File: src/rtl/bwr_pkg.sv
package bwr_pkg;

    typedef enum logic [1:0] {
        BND_HOLD    = 2'd0,
        BND_TIGHTEN = 2'd1,
        BND_RELAX   = 2'd2
    } bnd_act_e;

endpackage

File: src/rtl/bwr_classify.sv
module bwr_classify #(
    parameter int NCORE = 4,
    parameter int SD_W  = 8,
    parameter int CNT_W = 3
) (
    input  logic [NCORE-1:0][SD_W-1:0] sd_i,
    input  logic [SD_W-1:0]            bound_i,
    output logic [NCORE-1:0]           meet_o,
    output logic [CNT_W-1:0]           nmiss_o,
    output logic [SD_W-1:0]            max_o
);

    always_comb begin
        nmiss_o = '0;
        max_o   = '0;
        for (int i = 0; i < NCORE; i++) begin
            meet_o[i] = (sd_i[i] <= bound_i);
            if (!meet_o[i]) begin
                nmiss_o = nmiss_o + CNT_W'(1);
            end
            if (sd_i[i] > max_o) begin
                max_o = sd_i[i];
            end
        end
    end

endmodule

File: src/rtl/bwr_donate.sv
module bwr_donate #(
    parameter int NCORE     = 4,
    parameter int AW        = 9,
    parameter int STEP      = 8,
    parameter int MIN_ALLOC = 16,
    parameter int CNT_W     = 3
) (
    input  logic [NCORE-1:0][AW-1:0] alloc_i,
    input  logic [NCORE-1:0]         meet_i,
    input  logic [CNT_W-1:0]         nmiss_i,
    output logic [NCORE-1:0][AW-1:0] alloc_o,
    output logic                     move_o
);

    localparam int IW = (NCORE > 1) ? $clog2(NCORE) : 1;

    logic [NCORE-1:0][AW-1:0] give;
    logic [AW-1:0]            pool;
    logic [AW-1:0]            divisor;
    logic [AW-1:0]            share;
    logic [AW-1:0]            rem;
    logic [IW-1:0]            first;
    logic                     found;

    // Donor side: fixed step, clipped so the floor is kept.
    always_comb begin
        pool = '0;
        for (int i = 0; i < NCORE; i++) begin
            give[i] = '0;
            if (meet_i[i] && (alloc_i[i] > AW'(MIN_ALLOC))) begin
                give[i] = alloc_i[i] - AW'(MIN_ALLOC);
                if (give[i] > AW'(STEP)) begin
                    give[i] = AW'(STEP);
                end
            end
            pool = pool + give[i];
        end
    end

    // Receiver side: even split, remainder to the lowest missing index.
    always_comb begin
        move_o  = (nmiss_i != '0) && (nmiss_i != CNT_W'(NCORE));
        divisor = (nmiss_i == '0) ? AW'(1) : AW'(nmiss_i);
        share   = pool / divisor;
        rem     = pool % divisor;
        found   = 1'b0;
        first   = '0;
        for (int i = 0; i < NCORE; i++) begin
            if (!meet_i[i] && !found) begin
                first = IW'(i);
                found = 1'b1;
            end
        end
        for (int i = 0; i < NCORE; i++) begin
            if (!move_o) begin
                alloc_o[i] = alloc_i[i];
            end else if (meet_i[i]) begin
                alloc_o[i] = alloc_i[i] - give[i];
            end else begin
                alloc_o[i] = alloc_i[i] + share + ((IW'(i) == first) ? rem : '0);
            end
        end
    end

endmodule

File: src/rtl/bwr_bound.sv
module bwr_bound
    import bwr_pkg::*;
#(
    parameter int NCORE  = 4,
    parameter int SD_W   = 8,
    parameter int CNT_W  = 3,
    parameter int HIST_N = 3,
    parameter int RUN_W  = 2,
    parameter int MARGIN = 4
) (
    input  logic [CNT_W-1:0] nmiss_i,
    input  logic [SD_W-1:0]  max_i,
    input  logic [SD_W-1:0]  bound_i,
    input  logic [RUN_W-1:0] met_run_i,
    input  logic [RUN_W-1:0] miss_run_i,
    output logic [SD_W-1:0]  bound_o,
    output logic [RUN_W-1:0] met_run_o,
    output logic [RUN_W-1:0] miss_run_o,
    output bnd_act_e         act_o
);

    logic            all_met;
    logic            majority_miss;
    logic [SD_W:0]   tight_sum;

    always_comb begin
        all_met       = (nmiss_i == '0);
        majority_miss = (nmiss_i > CNT_W'(NCORE / 2));
        tight_sum     = {1'b0, max_i} + (SD_W + 1)'(MARGIN);

        met_run_o  = all_met       ? met_run_i  + RUN_W'(1) : '0;
        miss_run_o = majority_miss ? miss_run_i + RUN_W'(1) : '0;
        act_o      = BND_HOLD;
        bound_o    = bound_i;

        if (met_run_o == RUN_W'(HIST_N)) begin
            act_o     = BND_TIGHTEN;
            met_run_o = '0;
            bound_o   = tight_sum[SD_W] ? {SD_W{1'b1}} : tight_sum[SD_W-1:0];
        end else if (miss_run_o == RUN_W'(HIST_N)) begin
            act_o      = BND_RELAX;
            miss_run_o = '0;
            bound_o    = max_i;
        end
    end

endmodule

File: src/rtl/bw_rebalancer.sv
module bw_rebalancer
    import bwr_pkg::*;
#(
    parameter int NCORE      = 4,
    parameter int SD_W       = 8,
    parameter int INIT_ALLOC = 64,
    parameter int MIN_ALLOC  = 16,
    parameter int STEP       = 8,
    parameter int HIST_N     = 3,
    parameter int MARGIN     = 4,
    parameter int INIT_BOUND = 48,
    localparam int AW        = $clog2(NCORE * INIT_ALLOC + 1)
) (
    input  logic                  clk_i,
    input  logic                  rst_ni,
    input  logic                  tick_i,
    input  logic [NCORE*SD_W-1:0] slowdown_i,
    output logic [NCORE*AW-1:0]   alloc_o,
    output logic [SD_W-1:0]       bound_o
);

    localparam int CNT_W = $clog2(NCORE + 1);
    localparam int RUN_W = $clog2(HIST_N + 1);
    localparam int TOTAL = NCORE * INIT_ALLOC;

    typedef struct packed {
        logic [NCORE-1:0][AW-1:0] alloc;
        logic [SD_W-1:0]          bound;
        logic [RUN_W-1:0]         met_run;
        logic [RUN_W-1:0]         miss_run;
    } state_t;

    state_t st_d, st_q;

    logic [NCORE-1:0][SD_W-1:0] sd;
    logic [NCORE-1:0]           meet;
    logic [CNT_W-1:0]           nmiss;
    logic [SD_W-1:0]            sd_max;
    logic [NCORE-1:0][AW-1:0]   alloc_nx;
    logic                       move;
    logic [SD_W-1:0]            bound_nx;
    logic [RUN_W-1:0]           met_run_nx;
    logic [RUN_W-1:0]           miss_run_nx;
    bnd_act_e                   act;

    assign sd = slowdown_i;

    bwr_classify #(
        .NCORE (NCORE),
        .SD_W  (SD_W),
        .CNT_W (CNT_W)
    ) classify_i (
        .sd_i    (sd),
        .bound_i (st_q.bound),
        .meet_o  (meet),
        .nmiss_o (nmiss),
        .max_o   (sd_max)
    );

    bwr_donate #(
        .NCORE     (NCORE),
        .AW        (AW),
        .STEP      (STEP),
        .MIN_ALLOC (MIN_ALLOC),
        .CNT_W     (CNT_W)
    ) donate_i (
        .alloc_i (st_q.alloc),
        .meet_i  (meet),
        .nmiss_i (nmiss),
        .alloc_o (alloc_nx),
        .move_o  (move)
    );

    bwr_bound #(
        .NCORE  (NCORE),
        .SD_W   (SD_W),
        .CNT_W  (CNT_W),
        .HIST_N (HIST_N),
        .RUN_W  (RUN_W),
        .MARGIN (MARGIN)
    ) bound_i (
        .nmiss_i    (nmiss),
        .max_i      (sd_max),
        .bound_i    (st_q.bound),
        .met_run_i  (st_q.met_run),
        .miss_run_i (st_q.miss_run),
        .bound_o    (bound_nx),
        .met_run_o  (met_run_nx),
        .miss_run_o (miss_run_nx),
        .act_o      (act)
    );

    always_comb begin
        st_d = st_q;
        if (tick_i) begin
            st_d.alloc    = alloc_nx;
            st_d.bound    = bound_nx;
            st_d.met_run  = met_run_nx;
            st_d.miss_run = miss_run_nx;
        end
    end

    always_ff @(posedge clk_i or negedge rst_ni) begin
        if (!rst_ni) begin
            for (int i = 0; i < NCORE; i++) begin
                st_q.alloc[i] <= AW'(INIT_ALLOC);
            end
            st_q.bound    <= SD_W'(INIT_BOUND);
            st_q.met_run  <= '0;
            st_q.miss_run <= '0;
        end else begin
            st_q <= st_d;
        end
    end

    assign alloc_o = st_q.alloc;
    assign bound_o = st_q.bound;

    // ------------------------------------------------------------------
    // Assertions
    // ------------------------------------------------------------------
    logic [AW+CNT_W-1:0] alloc_sum;
    always_comb begin
        alloc_sum = '0;
        for (int i = 0; i < NCORE; i++) begin
            alloc_sum = alloc_sum + (AW + CNT_W)'(st_q.alloc[i]);
        end
    end


    sum_const_chk: assert property (@(posedge clk_i) disable iff (!rst_ni)
        alloc_sum == (AW + CNT_W)'(TOTAL));


    idle_hold_chk: assert property (@(posedge clk_i) disable iff (!rst_ni)
        !tick_i |=> ($stable(st_q.alloc) && $stable(st_q.bound)));


    no_move_chk: assert property (@(posedge clk_i) disable iff (!rst_ni)
        (tick_i && ((nmiss == '0) || (nmiss == CNT_W'(NCORE)))) |=> $stable(st_q.alloc));


    relax_chk: assert property (@(posedge clk_i) disable iff (!rst_ni)
        (tick_i && (act == BND_RELAX)) |=> (st_q.bound == $past(sd_max)));

    for (genvar g = 0; g < NCORE; g++) begin : g_core_chk

        floor_chk: assert property (@(posedge clk_i) disable iff (!rst_ni)
            st_q.alloc[g] >= AW'(MIN_ALLOC));


        donor_no_gain_chk: assert property (@(posedge clk_i) disable iff (!rst_ni)
            (tick_i && meet[g]) |=> (st_q.alloc[g] <= $past(st_q.alloc[g])));
    end

endmodule

File: config.mk
export PLATFORM = sky130hd
export DESIGN_NAME = bw_rebalancer
export DESIGN_NICKNAME = d
export VERILOG_FILES = /design/src/rtl/bwr_pkg.sv /design/src/rtl/bwr_classify.sv /design/src/rtl/bwr_donate.sv /design/src/rtl/bwr_bound.sv /design/src/rtl/bw_rebalancer.sv
export SDC_FILE = /design/constraint.sdc
export NUM_CORES = 1
export LEC_CHECK = 0
export BUFFER_PORTS_ARGS = -buffer_cell sky130_fd_sc_hd__buf_4
export CAP_MARGIN = 20
export CORE_MARGIN = 1.5
export CORE_UTILIZATION = 55
export CTS_CLUSTER_DIAMETER = 100
export DETAILED_ROUTE_END_ITERATION = 10
export PLACE_DENSITY_LB_ADDON = 0.08
export SYNTH_ARGS = -nofsm -noshare
export SYNTH_HDL_FRONTEND = slang
export SYNTH_HIERARCHICAL = 1
export SYNTH_SLANG_ARGS = --single-unit
File: constraint.sdc
create_clock -name clk_i -period 24.4 [get_ports clk_i]
set_clock_uncertainty 0.15 [all_clocks]
set_input_delay 6.1 -clock clk_i [delete_from_list [all_inputs] [get_ports clk_i]]
set_output_delay 6.1 -clock clk_i [all_outputs]
set_load 0.01 [all_outputs]
==> reports/metrics.csv <==
stage;metric;value;unit
outcome;status;finished clean;
floorplan;Core ar.;20300;µm²
routing;DRC;0;
layout;ANT cells;0;
routing;drt wl/cell;17.71;µm
synth;Main synth FF type;dfrtp_1;
routing;Antenna Violating Nets Remaining;0;
synth;asr flop ratio synth;100.0;%
clock_tree;Clk Latency, worst-skew pair;0.32;ns
grt;first-pass GRT wire length;49620;µm
critical_path;CP max FO;5;
job;max cap viols;0;
routing;met3 WL;1637;µm
floorplan;# rows;52;
clock_tree;clk root buf;clkbuf_16;
place;input/output buffers;78;
synth;Post-Synthesis Cells;1382;
clock_tree;clock sink count;48;
routing;Post-Route M1 WL;14670;µm
clock_tree;Max clock buf depth;2;
synth;Synth area leader;ha_1;
critical_path;Crit path top cell by count;o21a_1;
routing;vias per cell;5.790;
synth;Synth top area share;17.69;%
synth;Synth Area per Inst;8.238;µm²
synth;ranking of synthesized cells by area;ha_1 18%, fa_1 10%, dfrtp_1 9.2%;
timing;Max Clock Freq;41.14;MHz
timing;Final Hold Fails;0;
floorplan;total I/O pin count;79;
grt;pin count of the biggest net entering global routing;54;
critical_path;Worst Path Arrival;24.36;ns
grt;GRT Overall Usage;28.75;%
critical_path;crit-path max cell delay;0.55;ns
layout;fill count;1732;
floorplan;Die Y;146.9;µm
synth;Mapped Area;11380;µm²
grt;GRT overflow;0;
timing;# setup viols final;0;
critical_path;Worst Setup Start Kind;input pin;
timing;Worst-Margin Slew;1.133;ns
synth;Distinct cells, synth;95;
floorplan;initial core utilization;56.08;%
clock_tree;CTS tree;built;
routing;Iteration-0 DRC Markers;620;
grt;initial antenna violation count;0;
synth;Yosys warning count;6;
timing;RSZ-0062 raised after global routing;true;
routing;uppermost layer routed;met4;
timing;Final Max Slew Viols;0;
layout;layout cell share with drive strength beyond 1;30.18;%
floorplan;full die area;21570;µm²
critical_path;Crit Path Class;input pin to flip-flop;
timing;Total Negative Setup Slacks;0;ns
floorplan;die width;146.9;µm
timing;Rel. slew slack;23.91;%
critical_path;CP delay by family, top;compound AO/OA/AOI/OAI gates;
timing;final worst path period share;99.62;%
clock_tree;H-tree levels;2;
synth;post-synthesis sequential area ratio;10.62;%
critical_path;Worst Setup End Kind;flip-flop;
timing;fin crit period;24.31;ns
grt;vias in the first global route;9707;
synth;Seq cells post-synth;48;
place;Post-DP HPWL;25110;µm
synth;number of flops mapped to enable cells by yosys;0;
layout;fin nets;1796;
clock_tree;hold buffer count at CTS;0;
routing;vias post-DR;10500;
critical_path;slowest stage cell, crit path;or4b_4;
routing;DR pass1 iterations;5;
critical_path;Bufs and invs on worst path;15;
routing;WL met2;15190;µm
clock_tree;Clk pin slew, worst setup/hold paths;0.08;ns
layout;P&R area growth vs syn;22.25;%
clock_tree;Num CTS Buffers;5;
critical_path;worst path required time;24.45;ns
place;Placer Congestion;0.9619;
routing;DRT Wirelength;32130;µm
hold_path;worst hold path type;flip-flop to flip-flop;
## cell usage in the layout, fill, tap and decap left out, drive strengths merged, types with 5 or more instances in the layout
cell type,Yosys,layout
o21ai,64,64
nor3b,10,10
nand4,13,13
and3,10,10
o22ai,6,6
dfrtp,42,42
clkbuf,16,5
a211oi,31,31
or2,6,6
nand3,37,37
dfstp,6,6
o211ai,11,11
mux2,57,57
fa,57,57
ha,161,161
a31oi,6,6
o21a,19,19
inv,164,164
o21bai,20,20
xor2,24,24
and2,10,10
buf,58,213
conb,1,16
nand2b,29,29
nor2,93,93
or3,8,8
nor4,6,6
a21oi,104,104
nor2b,24,24
nor3,29,29
a21o,32,32
nand2,94,94
mux2i,20,20
xnor2,50,50
## cells by family (layout without fill, tap and decap cells)
logic type / count (synthesis) / in the layout / share of synthesized area (%)
compound gates: 340 / 340 / 20.66
xor+xnor: 74 / 74 / 5.693
fa+ha+maj: 218 / 218 / 27.72
buf+inv: 239 / 386 / 9.781
flops: 48 / 48 / 10.62
mux: 77 / 77 / 8.188
other cells: 1 / 16 / 0.03294
simple gates: 385 / 385 / 17.31
## Yosys cell counts (all sizes together) (16+ instances only)
master,count
a21o,32
inv,164
xor2,24
nand2b,29
nor2,93
o21bai,20
fa,57
mux2i,20
o21a,19
a211oi,31
nor2b,24
nand3,37
o21ai,64
mux2,57
clkbuf,16
dfrtp,42
ha,161
nand2,94
a21oi,104
nor3,29
buf,58
xnor2,50
## what timing repair did
action | in CTS | in global routing
gates cloned | 0 | 0
pin swaps | 4 | 115
gates resized for setup | 6 | 136
setup endpoints to repair | 9 | 35
buffers inserted | 2 | 53
## flip-flops by register name, summed over array words and instances (netlist names)
register	flops
alloc_o	36
bound_o	8
st_q	4
## path summary, 6_finish.rpt
kind / start / end / slack (ns) / cells past startpoint
min in group asynchronous: rst_ni / bound_o[6] / 5.69 / 1
max in group asynchronous: rst_ni / alloc_o[30] / 17.94 / 1
hold reg to reg: st_q[3] / st_q[3] / 0.41 / 1
hold / removal: st_q[3] / st_q[3] / 0.41 / 1
setup / recovery: slowdown_i[9] / alloc_o[26] / 0.09 / 103
setup reg to reg: bound_o[1] / alloc_o[26] / 5.26 / 103
## layout make-up
class	instances	area, µm²	share of cell area [%]
multi-input combinational	1110	9886	71.03
timing repair buffer	213	1657	11.90
sequential	48	1209	8.684
inverter	165	635.6	4.567
tap	270	337.8	2.427
clock buffer	5	125.1	0.8990
clock inverter	3	68.82	0.4944
## metrics by stage
stage / hold slack [ns] / worst slack (ns) / area (µm²) / utilization (%) / cells
finish: 0.4136 / 0.09331 / 13920 / 68.57 / 1814
global placement: 0.3842 / -0.1774 / 12730 / 62.71 / 1752
CTS: 0.4058 / 0.003073 / 12960 / 63.84 / 1762
global route: 0.4375 / -0.7103 / 13920 / 68.57 / 1814
detailed placement: 0.3891 / -0.5937 / 12730 / 62.71 / 1752
floorplan: 0.3634 / -0.5854 / 11710 / - / 1397
## routing by layer
metal	up-vias	track usage, %
li1	5110	-
met1	5069	39.94
met3	49	3.665
met2	275	48.02
met5	-	0
met4	0	5.606
Power is not shown: default switching activity piles up to over one toggle a cycle in this logic, so the estimate is an artifact.
